### src/rtl/sinc3_pkg.sv
// Shared types for the third-order decimator.
// Assumes: one formatter mode bit; the data flag value is fixed here.
package sinc3_pkg;
    typedef enum logic {
        FMT_DATA16 = 1'b0,
        FMT_MIXED  = 1'b1
    } fmt_mode_e;

    // MSB value that marks a word as data in the mixed layout.
    localparam logic DATA_FLAG = 1'b0;
endpackage

### src/rtl/sinc3_integ.sv
// Running-sum chain of the comb-integrator filter.
// Each stage adds the output of the stage before it, computed in the same cycle,
// so sum_o already includes the current bit. Arithmetic wraps at ACC_W bits;
// later difference stages cancel the wrap.
// Assumes: step_i qualifies bit_i; state only moves when step_i is high.
module sinc3_integ #(
    parameter int ORDER = 3,
    parameter int ACC_W = 17
) (
    input  logic                    clk,
    input  logic                    rst_n,
    input  logic                    step_i,
    input  logic                    bit_i,
    output logic signed [ACC_W-1:0] sum_o
);
    logic signed [ACC_W-1:0] x_val;
    logic signed [ACC_W-1:0] acc_q [ORDER];
    logic signed [ACC_W-1:0] nxt   [ORDER];

    // Map the stream bit to +1 or -1.
    always_comb x_val = bit_i ? ACC_W'(1) : '1;

    for (genvar s = 0; s < ORDER; s++) begin : g_stage
        if (s == 0) begin : g_first
            assign nxt[s] = acc_q[s] + x_val;
        end else begin : g_rest
            assign nxt[s] = acc_q[s] + nxt[s-1];
        end

        // Advance this running sum on each qualified bit.
        always_ff @(posedge clk) begin
            if (!rst_n)      acc_q[s] <= '0;
            else if (step_i) acc_q[s] <= nxt[s];
        end
    end

    assign sum_o = nxt[ORDER-1];
endmodule

### src/rtl/sinc3_comb.sv
// Difference chain of the comb-integrator filter, working at the decimated rate.
// On take_i, each stage stores its input for use with the next word.
// dout_o is combinational and valid in the take_i cycle.
// Assumes: take_i is high once every decimation period.
module sinc3_comb #(
    parameter int ORDER     = 3,
    parameter int ACC_W     = 17,
    parameter int GAIN_LOG2 = 15
) (
    input  logic                    clk,
    input  logic                    rst_n,
    input  logic                    take_i,
    input  logic signed [ACC_W-1:0] din_i,
    output logic signed [ACC_W-1:0] dout_o
);
    localparam logic signed [ACC_W-1:0] PEAK = ACC_W'(1) <<< GAIN_LOG2;

    logic signed [ACC_W-1:0] dly_q [ORDER];
    logic signed [ACC_W-1:0] diff  [ORDER];

    for (genvar s = 0; s < ORDER; s++) begin : g_stage
        if (s == 0) begin : g_first
            assign diff[s] = din_i - dly_q[s];
            // Hold the integrator value seen at this decimation point.
            always_ff @(posedge clk) begin
                if (!rst_n)      dly_q[s] <= '0;
                else if (take_i) dly_q[s] <= din_i;
            end
        end else begin : g_rest
            assign diff[s] = diff[s-1] - dly_q[s];
            // Hold the previous stage's difference for the next word.
            always_ff @(posedge clk) begin
                if (!rst_n)      dly_q[s] <= '0;
                else if (take_i) dly_q[s] <= diff[s-1];
            end
        end
    end

    assign dout_o = diff[ORDER-1];


    cic_range_chk: assert property (@(posedge clk) disable iff (!rst_n)
        take_i |-> (dout_o <= PEAK) && (dout_o >= -PEAK));
endmodule

### src/rtl/sinc3_fmt.sv
// Limits the raw filter value to PAY_W signed bits and lays it out.
// Data layout: value in the upper bits, 0 in the LSB, and all ones below the MSB
// at the positive limit. Mixed layout: the data flag in the MSB above the value.
// Assumes: raw_i is already halved; purely combinational.
module sinc3_fmt
    import sinc3_pkg::*;
#(
    parameter int OUT_W = 16
) (
    input  logic signed [OUT_W-1:0] raw_i,
    input  fmt_mode_e               mode_i,
    output logic        [OUT_W-1:0] word_o
);
    localparam int PAY_W = OUT_W - 1;
    localparam logic signed [OUT_W-1:0] POS_LIM = OUT_W'((1 << (PAY_W - 1)) - 1);
    localparam logic signed [OUT_W-1:0] NEG_LIM = ~POS_LIM;

    logic             sat_pos;
    logic             sat_neg;
    logic [PAY_W-1:0] clipped;

    // Clip to the payload range and build the output word.
    always_comb begin
        sat_pos = raw_i > POS_LIM;
        sat_neg = raw_i < NEG_LIM;
        if (sat_pos)      clipped = POS_LIM[PAY_W-1:0];
        else if (sat_neg) clipped = NEG_LIM[PAY_W-1:0];
        else              clipped = raw_i[PAY_W-1:0];

        if (mode_i == FMT_MIXED) word_o = {DATA_FLAG, clipped};
        else if (sat_pos)        word_o = {1'b0, {PAY_W{1'b1}}};
        else                     word_o = {clipped, 1'b0};
    end
endmodule

### src/rtl/sinc3_decim.sv
// Top level: third-order comb-integrator decimator, ratio DEC_RATIO, plus formatter.
// A phase count of qualified bits decides when the difference stages fire.
// The formatted word and a one-clock strobe are registered on that edge.
// Assumes: DEC_RATIO is a power of two, and ORDER*log2(DEC_RATIO) equals OUT_W-1,
// so that the halved filter value fits OUT_W bits.
module sinc3_decim
    import sinc3_pkg::*;
#(
    parameter int DEC_RATIO = 32,
    parameter int ORDER     = 3,
    parameter int OUT_W     = 16
) (
    input  logic             clk,
    input  logic             rst_n,
    input  logic             bit_en_i,
    input  logic             bit_i,
    input  logic             mixed_mode_i,
    output logic [OUT_W-1:0] word_o,
    output logic             word_valid_o
);
    localparam int PH_W      = $clog2(DEC_RATIO);
    localparam int GAIN_LOG2 = ORDER * PH_W;
    localparam int ACC_W     = GAIN_LOG2 + 2;
    localparam logic [PH_W-1:0] PH_LAST = PH_W'(DEC_RATIO - 1);

    logic [PH_W-1:0]         phase_q;
    logic                    take;
    logic signed [ACC_W-1:0] integ_sum;
    logic signed [ACC_W-1:0] cic_out;
    logic [OUT_W-1:0]        fmt_word;
    logic [OUT_W-1:0]        word_q;
    logic                    valid_q;

    assign take = bit_en_i && (phase_q == PH_LAST);

    // Count qualified bits within the current decimation period.
    always_ff @(posedge clk) begin
        if (!rst_n)        phase_q <= '0;
        else if (take)     phase_q <= '0;
        else if (bit_en_i) phase_q <= phase_q + PH_W'(1);
    end

    sinc3_integ #(.ORDER(ORDER), .ACC_W(ACC_W)) u_integ (
        .clk    (clk),
        .rst_n  (rst_n),
        .step_i (bit_en_i),
        .bit_i  (bit_i),
        .sum_o  (integ_sum)
    );

    sinc3_comb #(.ORDER(ORDER), .ACC_W(ACC_W), .GAIN_LOG2(GAIN_LOG2)) u_comb (
        .clk    (clk),
        .rst_n  (rst_n),
        .take_i (take),
        .din_i  (integ_sum),
        .dout_o (cic_out)
    );

    sinc3_fmt #(.OUT_W(OUT_W)) u_fmt (
        .raw_i  (cic_out[ACC_W-1:1]),
        .mode_i (fmt_mode_e'(mixed_mode_i)),
        .word_o (fmt_word)
    );

    // Register the formatted word and its strobe.
    always_ff @(posedge clk) begin
        if (!rst_n) begin
            word_q  <= '0;
            valid_q <= 1'b0;
        end else begin
            valid_q <= take;
            if (take) word_q <= fmt_word;
        end
    end

    assign word_o       = word_q;
    assign word_valid_o = valid_q;


    cic_even_chk: assert property (@(posedge clk) disable iff (!rst_n)
        take |-> !cic_out[0]);


    valid_pulse_chk: assert property (@(posedge clk) disable iff (!rst_n)
        word_valid_o |=> !word_valid_o);


    valid_cause_chk: assert property (@(posedge clk) disable iff (!rst_n)
        word_valid_o |-> $past(bit_en_i) && ($past(phase_q) == PH_LAST));


    data_lsb_chk: assert property (@(posedge clk) disable iff (!rst_n)
        word_valid_o && !$past(mixed_mode_i) |->
            (word_o[0] == 1'b0) || (word_o == {1'b0, {(OUT_W-1){1'b1}}}));


    mixed_flag_chk: assert property (@(posedge clk) disable iff (!rst_n)
        word_valid_o && $past(mixed_mode_i) |-> word_o[OUT_W-1] == DATA_FLAG);


    reset_clear_chk: assert property (@(posedge clk)
        !rst_n |=> !word_valid_o && (word_o == '0));
endmodule

### config.mk
export PLATFORM = sky130hd
export DESIGN_NAME = sinc3_decim
export DESIGN_NICKNAME = d
export VERILOG_FILES = /design/src/rtl/sinc3_pkg.sv /design/src/rtl/sinc3_integ.sv /design/src/rtl/sinc3_comb.sv /design/src/rtl/sinc3_fmt.sv /design/src/rtl/sinc3_decim.sv
export SDC_FILE = /design/constraint.sdc
export NUM_CORES = 1
export LEC_CHECK = 0
export ABC_AREA = 1
export BUFFER_PORTS_ARGS = -buffer_cell sky130_fd_sc_hd__buf_2
export CELL_PAD_IN_SITES_DETAIL_PLACEMENT = 1
export CELL_PAD_IN_SITES_GLOBAL_PLACEMENT = 2
export CORE_UTILIZATION = 35
export CTS_CLUSTER_SIZE = 20
export DETAILED_ROUTE_END_ITERATION = 6
export HOLD_SLACK_MARGIN = 0.15
export PLACE_DENSITY = 0.88
export REMOVE_ABC_BUFFERS = 1
export SYNTH_ARGS = -nofsm -noshare
export SYNTH_HDL_FRONTEND = slang
export SYNTH_HIERARCHICAL = 1
export SYNTH_SLANG_ARGS = --single-unit
### constraint.sdc
create_clock -name clk -period 7.8 [get_ports clk]
set_input_delay 0.78 -clock clk [delete_from_list [all_inputs] [get_ports clk]]
set_output_delay 0.78 -clock clk [all_outputs]
set_load 0.01 [all_outputs]
# After elaboration in Yosys (flattened, before gate mapping)
# Memory sizes are Yosys's and may differ from the RTL's.
# Index checks and enable logic that the tools add are counted.
# totals
ff_bits	22
mem_bits_rw	102
wordCells	42
memories	2
# memory_table
memory	depth	width	rd	rd_ports_with_merged_regs	write_ports	line	source
u_comb.dly_q	3	17	3	0	3	sinc3_comb.sv:18	logic signed [ACC_W-1:0] dly_q [ORDER];
u_integ.acc_q	3	17	3	0	3	sinc3_integ.sv:17	logic signed [ACC_W-1:0] acc_q [ORDER];
# classes
add_sub_neg	7
order_cmp	2
n_eq_ne	1
n_mux	18
bitwise	7
reduce_logical	2
# op_table
operator	n
17-bit two-way mux	7
17-bit adder	3
17-bit subtractor	3
16-bit two-way mux	2
15-bit two-way mux	2
16-bit by 15-bit > comparator with 1-bit output, second input constant	1
16-bit by 15-bit less-than comparator with 1-bit output, second input constant	1
1-bit two-way mux	7
1-bit bitwise OR	6
5-bit by 1-bit adder with 5-bit output, second input constant	1
5-bit == test, second input constant	1
2-bit OR reduction	1
1-bit logical AND	1
1-bit inverter	1

# Logic depth before layout (Yosys ltp)
# logic_depth
ltp_word	12
mapped_depth	59

# Modules after synthesis
# Netlist, hierarchy kept.
# by_module_without_submodules
mod	instances	cells_each	area_per_inst_um2	seq_area_each_um2
sinc3_comb	1	576	4539.4	1531.5
sinc3_integ	1	531	4431.8	1531.5
sinc3_decim	1	102	825.8	440.4
sinc3_fmt	1	84	410.4	0.0

# Worst setup path after synthesis
# Ideal clock, no wire load.
# synth_path
path_kind	in2reg
startpoint	input port bit_i
endpoint	register word_q[10], in the netlist word_o[10]
setup_ps	112
arrival_time_ps	7861
t_required_ps	7688
slack_ps	-173
path_stages	53
path_buffers	3
path_cell_list	inv_1 -> ha_1 -> or2_1 -> nand3_1 -> nand2_2 -> a31o_2 -> xor2_1 -> inv_1 -> ha_1 -> a21oi_1 -> o21ai_0 -> o21bai_1 -> or2_2 -> nand2_1 -> ha_1 -> a21oi_1 -> o21ai_0 -> a21o_1 -> [... 17 more ...] -> ha_1 -> inv_1 -> nor3_1 -> nand2_1 -> nand3_1 -> a31oi_1 -> inv_1 -> nand2_1 -> nand2_1 -> buf_4 -> inv_2 -> nand2_4 -> buf_12 -> nand2_1 -> nand3_1 -> nand2_1 -> nand2_1 -> nand2_1
# synth_rtl
element	line	source
start, declared	sinc3_decim.sv:16	input logic bit_i,
end signal, assigned	sinc3_decim.sv:72	if (take) word_q <= fmt_word;
end, declared	sinc3_decim.sv:31	logic [OUT_W-1:0] word_q;

==> key figures <==
Floorplan
  – Num ports: 22
  – Die Span X: 172.7 microns
  – Total die area: 0.02982 sq mm
  – Initial cell density of the core: 0.3552
  – Row cnt: 62
  – CORE AREA: 0.02870 sq mm
  – DIE HEIGHT: 172.7 microns

Placed design
  – Dpl hpwl: 19.78 mm
  – Placed inst area: 0.01207 sq mm
  – Pre-CTS setup slack: -0.9888 ns
  – Gpl congestion: 0.8515
  – PortBufs: 21

Setup path
  – Crit. End Element: flip-flop
  – R2r worst-path depth: 52
  – Capturing point of the worst reg2reg path: word_o[9]
  – CP required: 8.13 ns
  – Worst path max stage delay: 0.57 ns
  – R2R setup slack: -0.59 ns
  – Most common cell on crit path: nand2_1
  – Highest-delay cell along the critical path: a221oi_2
  – Worst Path Arrival: 9.07 ns
  – Startpoint types: primary input
  – RR Startpoint: u_integ/acc_q[0][4]
  – Crit path max fanout: 8
  – CP Class: primary input to flip-flop

Clock tree
  – Max clock buf depth: 2
  – CTS sink count: 124
  – H-tree Lvls: 4
  – Clk pin slew, worst setup/hold paths: 0.06 ns
  – Skew-Pair Late Insertion Delay: 0.45 ns
  – CTS tree: built
  – Clk root buf: clkbuf_16
  – Inserted Clock Buffers: 17

Worst hold path
  – Hold Path Stages: 2
  – Hold Startpoint: word_o[13]
  – Worst hold path class: flip-flop to flip-flop
  – Hold Path End: word_o[13]

Layout
  – Area of the multi-input gates: 0.006843 sq mm
  – Layout Cell Area excl Fill: 0.01450 sq mm
  – Commonest non-fill, non-tap cell in the layout: buf_4
  – Final Util: 0.5051
  – Nets: 1659
  – Commonest non-fill, non-tap cells in the layout: 261 x buf_4, 218 x inv_1, 212 x nand2_1, 132 x nor2_1, 102 x edfxtp_1
  – Area Growth Syn to Fin: 42.20%
  – Seq. cell area: 0.003503 sq mm
  – Fillers: 3308
  – # diodes: 0
  – Share of layout cells above drive strength 1: 0.3786

Synth
  – Ys Warns: 6
  – Avg Cell Area, Syn: 7.898 sq um
  – Post-Syn Instances: 1291
  – Syn Std Cell Area: 0.01020 sq mm

Routing
  – Iter 0 DRT Violations: 789
  – Antenna-violating nets left: 0
  – WL per Instance: 20.38 microns
  – Drt total wl: 39.64 mm
  – DR vias: 10090
  – Vias per cell: 5.186
  – Pre-antenna DRT Iters: 7
  – # DRC: 0

Status
  – Status: finished with violations
  – Failing checks: negative setup slack

STA
  – Pins Over Slew Limit: 0
  – RSZ-0062 raised after global routing: yes
  – Final period utilization: 1.120
  – Final hold violation count: 0
  – Tmin final: 8.739 ns
  – Slew HR: 0.2048
  – Worst-Margin Slew: 1.189 ns
  – Hold slack: 0.4479 ns
  – Worst-case clock skew: 0.01545 ns
  – Final setup vio count: 17
  – Fmax: 0.1144 GHz
  – Fin worst setup slack: -0.9391 ns

GRT
  – Initial antenna violation count: 0
  – Vias in the first global route: 9954
  – Grt ovf: 0
  – First-pass GRT wire length: 48.02 mm
  – Largest net degree at the start of global routing: 52
  – Global-route usage over all layers: 0.1953

Run
  – Max-cap violations: 0
==> through the flow <==
stage               setup TNS, ns  std cells
finish                     -14.48       1945
global route               -18.45       1945
CTS                             0       1909
detailed placement         -15.07       1865
global placement           -7.547       1865
floorplan                 -0.3001       1239
==> critical path: cells and delay by family <==
| kind | cells | cell delay [ns] |
|---|---|---|
| buffers and inverters | 15 | 1.65 |
| AO/OA/AOI/OAI | 5 | 1.09 |
| XOR/XNOR | 4 | 0.83 |
| AND/OR/NAND/NOR | 25 | 2.98 |
| adder cells (fa/ha/maj) | 6 | 1.73 |
==> cell type report <==
type / instances / area share
Clock buffer: 24 / 0.03616
Multi-Input combinational cell: 878 / 0.4720
Timing Repair inverter: 1 / 0.0005178
Tap cell: 384 / 0.03314
Clock inverter: 8 / 0.005350
Sequential cell: 124 / 0.2416
Inverter: 238 / 0.06291
Timing Repair Buffer: 288 / 0.1483
==> worst max path at each step <==
stage,from,to,slack (ns),cells after the start
after detailed placement,bit_i,word_o[5],-0.99,52
after CTS,bit_i,word_o[13],0.006,55
after floorplan,bit_i,word_o[10],-0.02,50
after global placement,bit_i,word_o[11],-0.50,47
after global routing,bit_i,word_o[9],-1.17,55
final,bit_i,word_o[9],-0.94,55
==> flip-flops by register name, indices dropped and copies added (netlist names) <==
name           count
phase_q            5
word_o            16
u_integ/acc_q     51
u_comb/dly_q      51
word_valid_o       1
==> metal layers <==
layer | up-vias | global-route usage | part of all wire
met1 | 5003 | 0.2321 | 0.39
met5 | - | 0 | 0
li1 | 4621 | - | -
met4 | 0 | 0.06342 | 0.048
met2 | 312 | 0.3642 | 0.52
met3 | 151 | 0.02155 | 0.041
==> repair_timing <==
item,CTS,global route
gates resized for setup,54,208
hold buffers,0,0
pin swaps,16,84
buffers inserted,11,35
endpoints found under the setup margin,16,17
gates cloned,1,1
Power is left out: the tool's default activity adds up to more than one toggle a clock period on the data nets, which glitch-free logic cannot reach.
